<file path="config.mk">
export PLATFORM = sky130hd
export DESIGN_NAME = regbank_2r1w
export DESIGN_NICKNAME = d
export VERILOG_FILES = /design/src/rtl/regbank_pkg.sv /design/src/rtl/regbank_store.sv /design/src/rtl/regbank_rdport.sv /design/src/rtl/regbank_2r1w.sv
export SDC_FILE = /design/constraint.sdc
export NUM_CORES = 2
export LEC_CHECK = 0
export ABC_AREA = 1
export ABC_CLOCK_PERIOD_IN_PS = 8950
export BUFFER_PORTS_ARGS = -buffer_cell sky130_fd_sc_hd__buf_4
export CORE_MARGIN = 3
export CORE_UTILIZATION = 35
export DETAILED_ROUTE_END_ITERATION = 10
export HOLD_SLACK_MARGIN = 0.15
export SLEW_MARGIN = 10
export SYNTH_ARGS = -nofsm -noshare
export SYNTH_HDL_FRONTEND = slang
export SYNTH_SLANG_ARGS = --single-unit
export TNS_END_PERCENT = 30
</file>
<file path="constraint.sdc">
create_clock -name clk -period 8.95 [get_ports clk]
set_clock_uncertainty 0.15 [all_clocks]
set_input_delay 1.79 -clock clk [delete_from_list [all_inputs] [get_ports clk]]
set_output_delay 1.79 -clock clk [all_outputs]
set_load 0.01 [all_outputs]
</file>
<file path="src/rtl/regbank_pkg.sv">
package regbank_pkg;
   localparam int unsigned RB_DEF_DATA_W   = 32;
   localparam int unsigned RB_DEF_NUM_REGS = 32;

   function automatic int unsigned rb_idx_bits(input int unsigned n);
      return (n < 2) ? 1 : $clog2(n);
   endfunction
endpackage

</file>
<file path="src/rtl/regbank_store.sv">
module regbank_store
   import regbank_pkg::*;
#(
   parameter int unsigned DATA_W   = RB_DEF_DATA_W,
   parameter int unsigned NUM_REGS = RB_DEF_NUM_REGS,
   parameter bit          ZERO_REG = 1'b1,
   localparam int unsigned IDX_W   = rb_idx_bits(NUM_REGS)
) (
   input  logic                              clk,
   input  logic                              rst_n,
   input  logic                              wr_en,
   input  logic [IDX_W-1:0]                  wr_idx,
   input  logic [DATA_W-1:0]                 wr_data,
   output logic [NUM_REGS-1:0][DATA_W-1:0]   cells
);
   for (genvar g = 0; g < NUM_REGS; g++) begin : g_ent
      if (ZERO_REG && g == 0) begin : g_zero
         assign cells[g] = '0;
      end else begin : g_flop
         logic hit;
         assign hit = wr_en && (wr_idx == IDX_W'(g));
         always_ff @(posedge clk or negedge rst_n) begin
            if (!rst_n)   cells[g] <= '0;
            else if (hit) cells[g] <= wr_data;
         end
      end
   end
endmodule

</file>
<file path="src/rtl/regbank_rdport.sv">
module regbank_rdport
   import regbank_pkg::*;
#(
   parameter int unsigned DATA_W   = RB_DEF_DATA_W,
   parameter int unsigned NUM_REGS = RB_DEF_NUM_REGS,
   parameter bit          ZERO_REG = 1'b1,
   localparam int unsigned IDX_W   = rb_idx_bits(NUM_REGS)
) (
   input  logic [IDX_W-1:0]                  rd_idx,
   input  logic [NUM_REGS-1:0][DATA_W-1:0]   cells,
   input  logic                              wr_en,
   input  logic [IDX_W-1:0]                  wr_idx,
   input  logic [DATA_W-1:0]                 wr_data,
   output logic [DATA_W-1:0]                 rd_data
);
   logic idx_ok;
   logic fwd;
   logic [DATA_W-1:0] stored;

   if (ZERO_REG) begin : g_zfilt
      assign idx_ok = (rd_idx != '0);
   end else begin : g_nofilt
      assign idx_ok = 1'b1;
   end

   assign fwd = wr_en && (wr_idx == rd_idx) && idx_ok;

   always_comb begin
      stored = '0;
      for (int i = 0; i < NUM_REGS; i++) begin
         if (rd_idx == IDX_W'(i)) stored = cells[i];
      end
   end

   assign rd_data = fwd ? wr_data : stored;
endmodule

</file>
<file path="src/rtl/regbank_2r1w.sv">
module regbank_2r1w
   import regbank_pkg::*;
#(
   parameter int unsigned DATA_W   = RB_DEF_DATA_W,
   parameter int unsigned NUM_REGS = RB_DEF_NUM_REGS,
   parameter bit          ZERO_REG = 1'b1,
   localparam int unsigned IDX_W   = rb_idx_bits(NUM_REGS)
) (
   input  logic              clk,
   input  logic              rst_n,
   input  logic [IDX_W-1:0]  rd_a_idx,
   output logic [DATA_W-1:0] rd_a_data,
   input  logic [IDX_W-1:0]  rd_b_idx,
   output logic [DATA_W-1:0] rd_b_data,
   input  logic              wr_en,
   input  logic [IDX_W-1:0]  wr_idx,
   input  logic [DATA_W-1:0] wr_data
);
   if (DATA_W < 1) begin : g_bad_width
      $error("regbank_2r1w: DATA_W must be at least 1");
   end
   if (NUM_REGS < 2) begin : g_bad_depth
      $error("regbank_2r1w: NUM_REGS must be at least 2");
   end
   if ((1 << IDX_W) != NUM_REGS) begin : g_bad_pow2
      $error("regbank_2r1w: NUM_REGS must be a power of two");
   end

   logic [NUM_REGS-1:0][DATA_W-1:0] cells;
   logic [1:0][IDX_W-1:0]           ridx;
   logic [1:0][DATA_W-1:0]          rdat;

   assign ridx[0]   = rd_a_idx;
   assign ridx[1]   = rd_b_idx;
   assign rd_a_data = rdat[0];
   assign rd_b_data = rdat[1];

   regbank_store #(
      .DATA_W(DATA_W), .NUM_REGS(NUM_REGS), .ZERO_REG(ZERO_REG)
   ) u_store (
      .clk(clk), .rst_n(rst_n), .wr_en(wr_en), .wr_idx(wr_idx),
      .wr_data(wr_data), .cells(cells)
   );

   for (genvar p = 0; p < 2; p++) begin : g_port
      regbank_rdport #(
         .DATA_W(DATA_W), .NUM_REGS(NUM_REGS), .ZERO_REG(ZERO_REG)
      ) u_rd (
         .rd_idx(ridx[p]), .cells(cells), .wr_en(wr_en), .wr_idx(wr_idx),
         .wr_data(wr_data), .rd_data(rdat[p])
      );
   end
endmodule

</file>
==> After elaboration in Yosys (flattened, before gate mapping) <==
Index checks and enable logic that the tools add are counted.
{ "classes": {"muxes": 64, "n_reduce_logical": 37, "eq_ne": 95} }
{ "ops": {"columns": ["operator", "n"], "rows": [
  ["2-to-1 mux 32 bit", 64],
  ["== test 5 bit, second input constant", 48],
  ["== test 5 x 4 -> 1 bit, second input constant", 24],
  ["== test 5 x 3 -> 1 bit, second input constant", 12],
  ["logical AND 1 bit", 35],
  ["== test 5 x 2 -> 1 bit, second input constant", 6],
  ["== test 5 x 1 -> 1 bit, second input constant", 3],
  ["== test 5 bit", 2],
  ["nonzero test 5 bit", 2]
]} }
{ "word_totals": {"out_inout_bits": 64, "ff_bits": 992} }

==> Depth between registers and ports, before layout <==
{ "depth": {"ltp_word": 33, "depth_mapped": 24, "mapped_depth_nobuf": 23} }

==> Hierarchy <==
A second synthesis with hierarchy kept.
{ "unflattened": {"cells_unflattened": 8799, "area_unflattened_um2": 57959.3} }
{ "modules_own_cells": {"columns": ["module", "cells_per_inst", "instances", "seq_area_each_um2", "area_each_um2"], "rows": [
  ["regbank_store", 4485, 1, 24823.8, 39784.4],
  ["regbank_rdport", 2157, 2, 0.0, 9087.5]
]} }

==> Least setup slack after synthesis <==
OpenSTA, ideal clock, no wires.
{ "synth_path": {"path_type": "input -> output", "start": "input rd_b_idx[1]", "end": "output rd_b_data[1]", "path_stages": 22, "t_arrival_ps": 3647, "n_path_buf": 2, "path_slack_ps": 3363, "path_cell_list": "buf_2 > nand2_2 > inv_1 > nand3_2 > buf_4 > nor2_1 > nor2_1 > nand4_1 > nor2_1 > nand4_1 > nor2_1 > nand4_1 > nor2_1 > nand4_1 > nor2_1 > nand4_1 > nand2_1 > nand4_1 > nor2_1 > nand4_1 > nand2_1 > nand2_1"} }
{ "synth_between": {"elab_chain_cells": 33} }
{ "synth_rtl": {"columns": ["element", "line", "source"], "rows": [
  ["start, declared", "regbank_2r1w.sv:13", "input logic [IDX_W-1:0] rd_b_idx,"],
  ["== test 5 x 1 -> 1 bit", "regbank_rdport.sv:31", "if (rd_idx == IDX_W'(i)) stored = cells[i];"],
  ["2-to-1 mux 32 bit (31 in series)", "regbank_rdport.sv:31", null],
  ["2-to-1 mux 32 bit *", "regbank_rdport.sv:35", "assign rd_data = fwd ? wr_data : stored;"],
  ["end, declared", "regbank_2r1w.sv:14", "output logic [DATA_W-1:0] rd_b_data,"]
]} }
Every way passes the cells marked *; elsewhere a longest branch is shown, timed or not.

==> Worst setup path after layout <==
{ "layout_path": {"start": "input rd_a_idx[4]", "end": "output rd_a_data[20]"} }
{ "layout_between": {"elab_chain_cells": 33} }
{ "layout_rtl": {"columns": ["element", "line", "source"], "rows": [
  ["start, declared", "regbank_2r1w.sv:11", "input logic [IDX_W-1:0] rd_a_idx,"],
  ["== test 5 x 1 -> 1 bit", "regbank_rdport.sv:31", null],
  ["2-to-1 mux 32 bit (31 in series)", "regbank_rdport.sv:31", null],
  ["2-to-1 mux 32 bit *", "regbank_rdport.sv:35", null],
  ["end, declared", "regbank_2r1w.sv:12", "output logic [DATA_W-1:0] rd_a_data,"]
]} }
Marks and branches as above.

==> Flow_metrics.wiki <==
{| class="wikitable"
! Metric !! Value
|-
| Status || completed
|-
| Standard-cell row count || 141
|-
| Worst Hold Launch || u_store.cells[117]$_DFFE_PN0P_
|-
| P per Cell Area || 215.2 nW/µm²
|-
| Synthesized instance count || 7403
|-
| Count of vias placed by the detailed router || 49380
|-
| Overall Global Routing Usage || 23.75%
|-
| CTS Root Cell || sky130_fd_sc_hd__clkbuf_16
|-
| Synth async-reset ratio || 100.0%
|-
| Die extent in x || 392.2 µm
|-
| DRC violation total after the first TritonRoute iteration || 4866
|-
| Class of the most critical hold timing path || reg2reg
|-
| Relative contribution of the clock network to total power || 38.0%
|-
| Reg2reg start || u_store.cells[286]$_DFFE_PN0P_
|-
| Number of antenna violations at the first check in global routing || 0
|-
| Sw Share || 30.54%
|-
| Clock tree from TritonCTS || done
|-
| Top cells by instance count after synthesis || sky130_fd_sc_hd__nand2_1, sky130_fd_sc_hd__o21ai_0, sky130_fd_sc_hd__dfrtp_1, sky130_fd_sc_hd__nor2_1, sky130_fd_sc_hd__inv_1
|-
| Number of maximum-capacitance constraint violations || 0
|-
| Routed len/inst || 19.92 µm
|-
| Clock insertion delay at the later pin of the skew report || 0.74 ns
|-
| Clock transition at the registers of the reported paths || 0.06 ns
|-
| Register-to-register setup slack || 8.03 ns
|-
| Critical Path Source Type || input port
|-
| Number of H-tree levels || 3
|-
| Crit path max fanout || 70
|-
| Post-route antenna net violation count || 0
|-
| Overall power || 12.58 mW
|-
| Cell with the most instances after synthesis || sky130_fd_sc_hd__nand2_1
|-
| Yosys warning count || 0
|-
| Port buffer count || 113
|-
| Post-CTS resize count || 0
|-
| Fraction of power consumed by combinational cells || 14.9%
|-
| Hold path depth || 2
|-
| Internal || 8.736 mW
|-
| Filler Cells Inserted || 15090
|-
| Tightest Pin Transition || 1.211 ns
|-
| CP bufs+invs || 4
|-
| Category of cells accounting for the largest share of critical-path delay || simple AND/OR/NAND/NOR gates
|-
| Sinks on the clock net || 992
|-
| Post-synthesis instance area || 52190 µm²
|-
| Final RePlAce weighted congestion || 0.8937
|-
| Primary FF master, synth || sky130_fd_sc_hd__dfrtp_1
|-
| Worst path cell trace || buf_4 > clkinv_2 > buf_4 > nand4_1 > nand2_1 > nor2_1 > nand4_1 > nand2_1 > nand4_1 > nor2_1 > nand4_1 > nor2_1 > nand4_1 > nor2_1 > nand4_1 > nor2_1 > nand4_1 > nor2_1 > nand4_1 > nand2_1 > nand2_1 > buf_4
|-
| Capturing point of the worst reg2reg path || u_store.cells[286]$_DFFE_PN0P_
|-
| Total gr overflow || 0
|-
| Sum of routed wire length over all layers || 184.4 mm
|-
| Distinct cell type count of the synthesized netlist || 34
|-
| Worst VDD drop || 155.6 µV
|-
| Largest stage delay, worst path || 0.52 ns
|-
| Largest cells by area after synthesis || sky130_fd_sc_hd__dfrtp_1, sky130_fd_sc_hd__nand2_1, sky130_fd_sc_hd__o21ai_0, sky130_fd_sc_hd__nand4_1, sky130_fd_sc_hd__nor2_1
|-
| Number of optimization iterations in the first detailed-route pass || 9
|-
| Post-Synthesis Mean Instance Area || 7.050 µm²
|-
| Maximum buffer depth of the clock tree || 3
|-
| Cell taking the most area after synthesis || sky130_fd_sc_hd__dfrtp_1
|-
| Share of synthesized area occupied by flip-flops and latches || 47.56%
|-
| Minimum clock period after layout || 7.711 ns
|-
| Total of endpoints with negative setup slack in the final report || 0
|-
| Largest register by flop count || u_store.cells
|-
| Static leakage || 26.39 nW
|-
| Via/cell ratio || 5.337
|-
| Setup crit end kind || output port
|-
| Synth Register Bits || 992
|-
| Hold_buf cts || 0
|-
| Registers with the most flip-flops || u_store.cells: 992 flops
|-
| Pin count of the biggest net entering global routing || 169
|-
| Net count reported at finish || 7281
|-
| Total core area || 148000 µm²
|-
| # DRC || 0
|-
| Pins over their slew limit || 0
|-
| Sum Neg Setup Slack || 0 ns
|-
| Vias in the first global route || 47530
|-
| Antenna Diode Count || 0
|-
| Synthesis-to-finish area growth || 11.97%
|-
| Sequential fraction of design power || 47.2%
|-
| Critical-path top delay cell || sky130_fd_sc_hd__buf_4
|-
| Synth top area share || 47.56%
|-
| Worst slew margin relative to its limit || 19.26%
|-
| Number of post-CTS setup repair buffers || 0
|-
| Clock buffers created by TritonCTS || 109
|-
| Height of the die || 392.2 µm
|-
| Global-route wire length before repair || 285.4 mm
|-
| Die ar. || 153800 µm²
|-
| Number of enable-type register cells in the synthesized netlist || 0
|-
| Post-synth net total || 7453
|-
| RSZ-0062 raised after global routing || no
|-
| Number of placed I/O pins || 114
|-
| Cell seen most often among critical-path stages || sky130_fd_sc_hd__nand4_1
|-
| Endpoint of the worst hold-timing path || u_store.cells[117]$_DFFE_PN0P_
|-
| Switching pwr || 3.842 mW
|-
| Share of final-layout standard cells stronger than drive strength 1 || 7.210%
|-
| Worst path arrival time || 5.77 ns
|-
| Final HPWL DP || 119.8 mm
|-
| Number of endpoints with negative hold slack in the final report || 0
|-
| Post-route fraction of the period consumed by the critical path || 86.15%
|-
| FMAX || 129.7 MHz
|-
| Crit path required time || 7.01 ns
|-
| Number of cells on the worst reg-to-reg path || 2
|-
| Crit Path Class || in2out
|-
| Initial Util || 35.26%
|-
| Number of flip-flops under the largest register name || 992
|}
[power groups by stage]
stage          clock network (mW)  logic (mW)  registers, mW
5_1_grt                      5.03        2.16           6.04
4_1_cts                      4.85        1.87           5.92
2_1_floorplan                   0        1.20           5.83
3_3_place_gp                    0        1.82           5.97
6_report                     4.77        1.87           5.93
3_5_place_dp                    0        1.87           5.98
[metal layers]
metal	up-vias	GRT usage [%]	part of all wire (%)
li1	23440	-	-
met1	23590	31.00	42
met2	1936	38.78	47
met3	415	3.576	7.0
met4	2	10.91	4.4
met5	-	0.3828	0.042
[worst max path at each step]
stage                      startpoint       endpoint  slack, ns  cells past startpoint
final                     rd_a_idx[4]  rd_a_data[20]       1.24                     22
after global placement    rd_a_idx[4]  rd_a_data[18]       1.43                     22
after CTS                 rd_b_idx[1]  rd_b_data[23]       1.37                     23
after global routing      rd_b_idx[1]   rd_b_data[2]       1.04                     25
after detailed placement  rd_b_idx[1]  rd_b_data[23]       1.38                     23
after floorplan           rd_b_idx[1]   rd_b_data[1]       3.36                     22
[worst reg2reg max path: stages, from the launching register on]
cell and delay, ns:
sky130_fd_sc_hd__dfrtp_1 0.43, sky130_fd_sc_hd__nand2_1 0.09, sky130_fd_sc_hd__o21ai_0 0.09
[final cells by class]
cell class | count | area (µm²) | share of cell area, %
Multi-Input combinational cell | 5335 | 23460 | 40.14
Tap cell | 1930 | 2415 | 4.132
Inverter | 559 | 2100 | 3.593
Sequential cell | 992 | 24820 | 42.48
Clock buffer | 151 | 3126 | 5.348
Clock inverter | 52 | 666.9 | 1.141
Timing Repair Buffer | 234 | 1852 | 3.169
[cell families after synthesis]
logic type                Yosys count  synth area share (%)
and+or+nand+nor                  4070                 32.20
xor gates and xnor gates            1               0.01678
DFF                               992                 47.56
buffers and inverters            1076                 7.959
AOI/OAI and AO/OA                1264                 12.26
[per-stage QoR]
| stage | hold slack, ns | worst slack (ns) | std cells | instance area [µm²] | utilization [%] |
|---|---|---|---|---|---|
| 3_5_place_dp | 0.3225 | 1.382 | 9050 | 54650 | 36.92 |
| 4_1_cts | 0.3370 | 1.369 | 9253 | 58440 | 39.48 |
| 3_3_place_gp | 0.3155 | 1.432 | 9050 | 54650 | 36.92 |
| 5_1_grt | 0.3519 | 1.037 | 9253 | 58440 | 39.48 |
| 6_report | 0.3319 | 1.239 | 9253 | 58440 | 39.48 |
| 2_1_floorplan | 0.3030 | 3.363 | 7403 | 52190 | - |
[cell usage in the layout (no fill, tap or decap), types with 3 or more instances in the layout]
cell type / Yosys / layout
sky130_fd_sc_hd__nand2_1: 2796 / 2769
sky130_fd_sc_hd__o21ai_0: 1069 / 1069
sky130_fd_sc_hd__dfrtp_1: 992 / 992
sky130_fd_sc_hd__nor2_1: 641 / 613
sky130_fd_sc_hd__inv_1: 543 / 542
sky130_fd_sc_hd__nand4_1: 508 / 508
sky130_fd_sc_hd__buf_4: 8 / 226
sky130_fd_sc_hd__a21oi_1: 172 / 172
sky130_fd_sc_hd__clkbuf_16: 0 / 109
sky130_fd_sc_hd__nand3_1: 57 / 51
sky130_fd_sc_hd__nor2_2: 10 / 31
sky130_fd_sc_hd__clkinv_2: 0 / 31
sky130_fd_sc_hd__nand2_2: 3 / 30
sky130_fd_sc_hd__clkbuf_8: 0 / 24
sky130_fd_sc_hd__clkbuf_1: 445 / 18
sky130_fd_sc_hd__o2111ai_1: 17 / 17
sky130_fd_sc_hd__nor3_1: 21 / 15
sky130_fd_sc_hd__inv_2: 11 / 11
sky130_fd_sc_hd__bufinv_16: 0 / 11
sky130_fd_sc_hd__nor2_4: 2 / 9
sky130_fd_sc_hd__or2_2: 9 / 9
sky130_fd_sc_hd__nand3_2: 2 / 8
sky130_fd_sc_hd__nor3_2: 2 / 8
sky130_fd_sc_hd__buf_12: 0 / 7
sky130_fd_sc_hd__clkinv_1: 5 / 5
sky130_fd_sc_hd__or2_0: 5 / 5
sky130_fd_sc_hd__o22ai_1: 5 / 5
sky130_fd_sc_hd__nor4_1: 5 / 5
sky130_fd_sc_hd__or2_1: 4 / 4
sky130_fd_sc_hd__inv_16: 0 / 3
sky130_fd_sc_hd__clkinvlp_4: 0 / 3
Power figures use the tool's default switching activity.
